**config.mk**
```make
export PLATFORM = sky130hd
export DESIGN_NAME = interlock_ctrl
export DESIGN_NICKNAME = d
export VERILOG_FILES = /design/src/rtl/ilk_pkg.sv /design/src/rtl/ilk_hazard_detect.sv /design/src/rtl/ilk_stage_pipe.sv /design/src/rtl/ilk_regfile_wt.sv /design/src/rtl/interlock_ctrl.sv
export SDC_FILE = /design/constraint.sdc
export NUM_CORES = 2
export LEC_CHECK = 0
export BUFFER_PORTS_ARGS = -buffer_cell sky130_fd_sc_hd__buf_2
export CORE_MARGIN = 5
export CORE_UTILIZATION = 55
export CTS_CLUSTER_SIZE = 16
export DETAILED_ROUTE_END_ITERATION = 12
export PLACE_DENSITY = 0.69
export REMOVE_ABC_BUFFERS = 1
export SLEW_MARGIN = 15
export SYNTH_ARGS = -nofsm -noshare
export SYNTH_HDL_FRONTEND = slang
export SYNTH_SLANG_ARGS = --single-unit
```
**constraint.sdc**
```tcl
create_clock -name clk -period 8.8 [get_ports clk]
set_input_delay 0 -clock clk [delete_from_list [all_inputs] [get_ports clk]]
set_output_delay 0 -clock clk [all_outputs]
set_load 0.01 [all_outputs]
```
**src/rtl/ilk_pkg.sv**
```systemverilog
package ilk_pkg;
  parameter int REG_W  = 5;
  parameter int TAG_W  = 4;
  parameter int DATA_W = 64;
  parameter int NSRC   = 2;
  localparam int NREGS  = 1 << REG_W;
  localparam int NSTAGE = 3;   // execute, memory, write-back

  typedef struct packed {
    logic             valid;
    logic             we;
    logic [REG_W-1:0] rd;
    logic [TAG_W-1:0] tag;
  } stage_t;
endpackage

```
**src/rtl/ilk_hazard_detect.sv**
```systemverilog
module ilk_hazard_detect
  import ilk_pkg::*;
(
  input  logic             id_valid,
  input  logic [REG_W-1:0] src_addr [NSRC],
  input  logic             src_use  [NSRC],
  input  stage_t           ex_s,
  input  stage_t           mem_s,
  output logic             stall
);
  logic [NSRC-1:0] hit;

  for (genvar s = 0; s < NSRC; s++) begin : g_src
    logic live, ex_hit, mem_hit;
    always_comb begin
      live    = src_use[s] && (src_addr[s] != '0);
      ex_hit  = ex_s.valid  && ex_s.we  && (ex_s.rd  == src_addr[s]);
      mem_hit = mem_s.valid && mem_s.we && (mem_s.rd == src_addr[s]);
      hit[s]  = live && (ex_hit || mem_hit);
    end
  end

  assign stall = id_valid && (|hit);
endmodule

```
**src/rtl/ilk_stage_pipe.sv**
```systemverilog
module ilk_stage_pipe
  import ilk_pkg::*;
(
  input  logic   clk,
  input  logic   rst_n,
  input  logic   stall,
  input  stage_t id_s,
  output stage_t st [NSTAGE]
);
  stage_t nxt [NSTAGE];

  always_comb begin
    nxt[0] = id_s;
    if (stall || !id_s.valid) nxt[0] = '0;
  end

  for (genvar k = 1; k < NSTAGE; k++) begin : g_adv
    assign nxt[k] = st[k-1];
  end

  for (genvar k = 0; k < NSTAGE; k++) begin : g_reg
    always_ff @(posedge clk) begin
      if (!rst_n) st[k] <= '0;
      else        st[k] <= nxt[k];
    end
  end
endmodule

```
**src/rtl/ilk_regfile_wt.sv**
```systemverilog
module ilk_regfile_wt
  import ilk_pkg::*;
#(
  parameter int DW = DATA_W
) (
  input  logic             clk,
  input  logic             wr_en,
  input  logic [REG_W-1:0] wr_addr,
  input  logic [DW-1:0]    wr_data,
  input  logic [REG_W-1:0] rd_addr [NSRC],
  output logic [DW-1:0]    rd_data [NSRC]
);
  logic [DW-1:0] mem [NREGS];
  logic          wr_live;

  assign wr_live = wr_en && (wr_addr != '0);

  always_ff @(posedge clk) begin
    if (wr_live) mem[wr_addr] <= wr_data;
  end

  for (genvar p = 0; p < NSRC; p++) begin : g_rd
    always_comb begin
      if (rd_addr[p] == '0)                       rd_data[p] = '0;
      else if (wr_live && (wr_addr == rd_addr[p])) rd_data[p] = wr_data;
      else                                        rd_data[p] = mem[rd_addr[p]];
    end
  end
endmodule

```
**src/rtl/interlock_ctrl.sv**
```systemverilog
module interlock_ctrl
  import ilk_pkg::*;
(
  input  logic              clk,
  input  logic              rst_n,
  input  logic              id_valid,
  output logic              id_ready,
  input  logic [TAG_W-1:0]  id_tag,
  input  logic [REG_W-1:0]  id_rs1,
  input  logic              id_rs1_use,
  input  logic [REG_W-1:0]  id_rs2,
  input  logic              id_rs2_use,
  input  logic [REG_W-1:0]  id_rd,
  input  logic              id_we,
  input  logic              id_branch,
  input  logic [DATA_W-1:0] wb_data,
  output logic [DATA_W-1:0] rs1_data,
  output logic [DATA_W-1:0] rs2_data,
  output logic              stall,
  output logic              fetch_hold,
  output logic              ex_valid,
  output logic [TAG_W-1:0]  ex_tag,
  output logic              mem_valid,
  output logic [TAG_W-1:0]  mem_tag,
  output logic              wb_valid,
  output logic [TAG_W-1:0]  wb_tag
);
  logic [REG_W-1:0]  src_addr [NSRC];
  logic              src_use  [NSRC];
  logic [DATA_W-1:0] src_data [NSRC];
  stage_t            id_s;
  stage_t            st [NSTAGE];
  stage_t            ex_s, mem_s, wb_s;

  assign src_addr[0] = id_rs1;
  assign src_addr[1] = id_rs2;
  assign src_use[0]  = id_rs1_use;
  assign src_use[1]  = id_rs2_use;

  always_comb begin
    id_s.valid = id_valid;
    id_s.we    = id_we;
    id_s.rd    = id_rd;
    id_s.tag   = id_tag;
  end

  assign ex_s  = st[0];
  assign mem_s = st[1];
  assign wb_s  = st[2];

  ilk_hazard_detect u_haz (
    .id_valid (id_valid),
    .src_addr (src_addr),
    .src_use  (src_use),
    .ex_s     (ex_s),
    .mem_s    (mem_s),
    .stall    (stall)
  );

  ilk_stage_pipe u_pipe (
    .clk   (clk),
    .rst_n (rst_n),
    .stall (stall),
    .id_s  (id_s),
    .st    (st)
  );

  ilk_regfile_wt #(.DW(DATA_W)) u_rf (
    .clk     (clk),
    .wr_en   (wb_s.valid && wb_s.we),
    .wr_addr (wb_s.rd),
    .wr_data (wb_data),
    .rd_addr (src_addr),
    .rd_data (src_data)
  );

  assign rs1_data   = src_data[0];
  assign rs2_data   = src_data[1];
  assign id_ready   = !stall;
  assign fetch_hold = id_valid && id_branch;
  assign ex_valid   = ex_s.valid;
  assign ex_tag     = ex_s.tag;
  assign mem_valid  = mem_s.valid;
  assign mem_tag    = mem_s.tag;
  assign wb_valid   = wb_s.valid;
  assign wb_tag     = wb_s.tag;
endmodule

```
# --- After elaboration in Yosys (flattened, before gate mapping) ---
# Memories as Yosys holds them, arrays and structs flattened.
# Cells that the tools add are included.
totals:
  word_cells: 54
  mem_count: 1
  ram_bits: 2048
  in_bits: 90
  register_bits: 33
memory_table:
  columns: ["name", "words", "word_bits", "read_ports", "rd_ports_with_merged_regs", "wr", "line_no", "rtl"]
  rows:
  - ["u_rf.mem", 32, 64, 2, 0, 1, "ilk_regfile_wt.sv:13", "logic [DW-1:0] mem [NREGS];"]
classes:
  mux: 6
  n_bitwise: 1
  n_reduce_logical: 28
  eq_ne: 6
ops:
  columns: ["operator", "count"]
  rows:
  - ["64-bit two-way mux", 4]
  - ["5-bit equality test", 6]
  - ["1-bit logical AND", 16]
  - ["5-bit nonzero test", 3]
  - ["5-bit logical NOT", 2]
  - ["2-bit OR reduction", 2]
  - ["1-bit logical OR", 3]
  - ["1-bit logical NOT", 2]
  - ["1-bit two-way mux", 2]
  - ["1-bit inverter", 1]

# --- Longest topological paths before layout ---
logic_depth:
  ltp_word: 8
  ltp_mapped: 11

# --- Cells and area by module ---
# A second synthesis with hierarchy kept.
unflattened:
  cells_unflattened: 5128
  area_unflattened_um2: 96562.6
by_module_without_submodules:
  columns: ["mod", "cells_each", "instances", "seq_area_each_um2", "area_each_um2"]
  rows:
  - ["ilk_regfile_wt", 5019, 1, 61499.0, 95340.2]
  - ["ilk_stage_pipe", 71, 1, 660.6, 932.1]
  - ["ilk_hazard_detect", 35, 1, 0.0, 274.0]
  - ["interlock_ctrl", 3, 1, 0.0, 16.3]

# --- Least setup slack after synthesis ---
# OpenSTA, ideal clock, no wires.
synth_path:
  path_kind: "register to register"
  start: "reg, netlist name u_pipe.st[8]"
  end: "mem u_rf.mem[19][0] in the netlist's numbering, enable pin"
  t_arrival_ns: 3.664
  slack_ns: 4.650
  path_stages_with_launch: 4
  path_buffers: 1
  t_required_ns: 8.313
  setup_time_ns: 0.487
  cell_sequence: "dfxtp_1 -> buf_2 -> or3b_2 -> nor2_1"
synth_via:
  elab_chain_cells: 4
synth_lines:
  columns: ["item", "line_no", "rtl"]
  rows:
  - ["5-bit nonzero test", "ilk_regfile_wt.sv:16", "assign wr_live = wr_en && (wr_addr != '0);"]
  - ["1-bit logical AND", "ilk_regfile_wt.sv:16", null]
  - ["1-bit two-way mux", "ilk_regfile_wt.sv:19", "if (wr_live) mem[wr_addr] <= wr_data;"]
  - ["1-bit two-way mux (implied by the code)", "ilk_regfile_wt.sv:19", null]
  - ["end, declared", "ilk_regfile_wt.sv:13", null]
# Several ways; a longest one is shown, not always the timed one.

# --- Worst setup path after layout ---
layout_path:
  start: "reg, netlist name u_pipe.st[7]"
  end: "out rs1_data[30]"
layout_via:
  elab_chain_cells: 5
  elab_cells_between_ends: 6
layout_lines:
  columns: ["item", "line_no", "rtl"]
  rows:
  - ["5-bit nonzero test", "ilk_regfile_wt.sv:16", null]
  - ["1-bit logical AND", "ilk_regfile_wt.sv:16", null]
  - ["1-bit logical AND *", "ilk_regfile_wt.sv:25", "else if (wr_live && (wr_addr == rd_addr[p])) rd_data[p] = wr_data;"]
  - ["64-bit two-way mux *", "ilk_regfile_wt.sv:25", null]
  - ["64-bit two-way mux *", "ilk_regfile_wt.sv:24", "if (rd_addr[p] == '0) rd_data[p] = '0;"]
  - ["end, declared", "interlock_ctrl.sv:17", "output logic [DATA_W-1:0] rs1_data,"]
# Mark *: on every way between the ends. The rest lies on a longest branch, timed or not.

==> results by group <==
Status
  – Status: finished clean

Floorplanning
  – Starting Density: 55.2%
  – Die area: 183,000 um2
  – Die Y: 427 um
  – Core Region: 174,000 um2
  – Io pins: 236
  – Die X: 427 um
  – Core Rows: 153

Route
  – Post-route ant nets: 0
  – Pre-antenna DRT Iters: 7
  – Routed WL: 327,000 um
  – Vias/cell: 7.66
  – Remaining DRCs: 0
  – DR vias: 60,836
  – Routed len/inst: 41.2 um
  – Initial DRC Count: 10,031

CTS
  – Clock insertion delay at the later pin of the skew report: 0.85 ns
  – Clock Pin Slew Worst Setup and Hold Paths: 0.06 ns
  – Root buffer cell: clkbuf_16
  – CTS max path bufs: 3
  – TritonCTS clock tree: done
  – Setup bufs post-CTS: 0
  – CTS resizes: 0
  – CTS H-tree lvls: 4
  – Clk sinks: 2,081
  – TritonCTS Buffers: 209
  – CTS Hold Bufs: 98

Yosys
  – Post-synthesis adder-cell area fraction: 0%
  – Main combinational cell family by area after synthesis: multiplexers
  – Synth top area share: 64.2%
  – Cell area after synthesis: 95,800 um2
  – Post-synthesis compound-gate area fraction: 7.30%
  – Xor/xnor cell area share of the yosys netlist: 0.274%
  – Synth area leader: edfxtp_1
  – Simple-gate share of the synthesized area: 1.70%
  – Post-synthesis mux area share: 23.6%
  – Number of enable flip-flop cells after synthesis: 2,048
  – Async set-reset flop share out of synthesis: 0%
  – Avg Cell Area, Syn: 18.8 um2
  – Mapped Cells: 5,111
  – Warnings from Yosys: 0
  – Netlist cell types: 69
  – Number of synthesized register bits: 2,081
  – Area contributors post-synth: edfxtp_1 64%, mux4_2 19%, mux2i_1 4.4%
  – Register area share after synthesis: 64.9%
  – Ys flop type: edfxtp_1

STA
  – Clk_skew: 0.0395 ns
  – Post-route setup TNS: 0 ns
  – Final Critical Period: 4.93 ns
  – Final number of hold-violating endpoints: 0
  – Max Fclk: 203 MHz
  – Worst Tran Pin Value: 1.33 ns
  – Unrepaired setup endpoints after global routing: false
  – Final Cycle Share: 56.0%
  – Endpoints failing setup: 0
  – Slew Limit Fails: 0
  – Slew margin rel.: 11.1%

Finish
  – Area delta synth->final: 12.3%
  – Share of post-route cells with drive strength above 1: 28.4%
  – Fill cells: 12,299
  – Commonest non-fill, non-tap cell in the layout: edfxtp_1
  – Layout Cells excl Fill: 7,943
  – Layout Nets: 5,530
  – Commonest cells after routing, fill and taps aside: 2,048 x edfxtp_1, 805 x mux4_2, 421 x mux2i_1, 227 x buf_2, 213 x clkbuf_16

Place
  – Placed insts: 7,456
  – Placer's final routability congestion estimate: 0.833
  – HPWL after DPL: 174,000 um
  – Port buffer count: 235

GRT
  – All-Layer GR Usage: 35.7%
  – Largest net degree at the start of global routing: 117
  – Number of global-route vias before repair: 59,983
  – Total gr overflow: 0
  – Antenna violations before repair: 13
  – First-pass GRT wire length: 456,000 um

Critical path
  – R2r setup slk: 4.58 ns
  – Req. time, crit path: 8.80 ns
  – Critical path type: register to output port
  – Startpoint type of the worst setup path: register
  – Top fanout value on the critical path: 52
  – Critical Path AT: 4.93 ns
  – CP Capture Type: output port

Worst hold path
  – Class of the worst hold path: primary input to register

Power
  – Flop pwr share: 50.5%
  – Int Power: 16.7 mW
  – Pwr Density: 201 nW/um2
  – Final Power: 21.6 mW
  – Sw Pwr: 4.96 mW
  – Clock power frac: 41.1%
  – LEAKAGE: 35.0 nW
  – Logic pwr share: 8.4%
  – Net Sw Frac: 22.9%
  – Maximum VDD drop: 215 uV

Job
  – Number of max-cap violations: 0
[Yosys cell counts, drive strengths merged (14+ instances only)]
| cell type | instances |
|---|---|
| nor3 | 17 |
| clkbuf | 170 |
| xnor2 | 27 |
| o211a | 18 |
| mux2i | 421 |
| and2 | 37 |
| nand3 | 14 |
| nand2 | 66 |
| o211ai | 44 |
| o221ai | 70 |
| mux4 | 805 |
| a221oi | 65 |
| a21oi | 136 |
| buf | 265 |
| nor2 | 147 |
| a22oi | 134 |
| mux2 | 25 |
| a2111oi | 32 |
| a211oi | 60 |
| o22ai | 146 |
| dfxtp | 33 |
| o21ai | 87 |
| a22o | 124 |
| edfxtp | 2048 |
[worst max-delay path, cell delays in order (launching register included)]
cell and delay, ns:
dfxtp_1 0.41, or3_4 0.51, o311ai_4 0.38, or4_4 0.91
buf_4 0.81, o21ai_0 0.17, a21oi_1 0.51, buf_2 0.24
[layer usage]
| metal | global-route usage (%) | up-vias | part of all wire [%] |
|---|---|---|---|
| met3 | 9.29 | 1061 | 14 |
| met2 | 54.4 | 5416 | 46 |
| met4 | 17.3 | 18 | 5.8 |
| met5 | 0 | - | 0.036 |
| met1 | 48.6 | 31605 | 35 |
| li1 | - | 22736 | - |
[metrics by stage]
stage	hold WS, ns	utilization [%]	area (um2)	setup slack, ns
finish	0.146	62.0	108000	3.87
global route	0.167	62.0	108000	3.88
CTS	0.0901	62.0	108000	3.96
detailed placement	0.203	57.5	99800	4.37
global placement	0.202	57.5	99800	4.39
floorplan	0.0773	-	93900	3.36
[path summary, 6_finish.rpt]
kind | startpoint | to | depth (start not counted)
min reg2reg | u_pipe.st[14]$_SDFF_PN0_ | u_pipe.st[3]$_SDFF_PN0_ | 1
max reg2reg | u_pipe.st[5]$_SDFF_PN0_ | u_rf.mem[19][31]$_DFFE_PP_ | 4
max | u_pipe.st[7]$_SDFF_PN0_ | rs1_data[30] | 7
min | rst_n | u_pipe.st[1]$_SDFF_PN0_ | 3
[cells by family after synthesis]
group | after synthesis
AO/OA/AOI/OAI | 965
XOR/XNOR | 30
buffers and inverters | 442
flip-flops | 2081
multiplexers | 1251
other | 1
AND/OR/NAND/NOR | 341
[final cells by class]
type | instances | area, um2 | share of cell area (%)
clock buffers | 262 | 5610 | 5.21
diodes | 8 | 20.0 | 0.0186
multi-input cells | 2651 | 32100 | 29.9
well taps | 2325 | 2910 | 2.70
flip-flops and latches | 2081 | 62200 | 57.8
repair buffers | 490 | 3560 | 3.31
inverters | 7 | 26.3 | 0.0244
clock inverters | 119 | 1160 | 1.08
[state kept, by name, indices dropped and copies added (netlist names)]
register,count
u_rf.mem,2048
u_pipe.st,33
[power by group through the flow]
stage,Combinational [mW],Clock [mW],Sequential [mW]
final,1.82,8.90,10.9
after global routing,1.89,9.36,10.9
after CTS,1.79,8.94,10.9
after detailed placement,1.75,0,11.1
after global placement,1.74,0,11.1
after floorplan,0.816,0,11.1
Power figures use the tool's default switching activity.
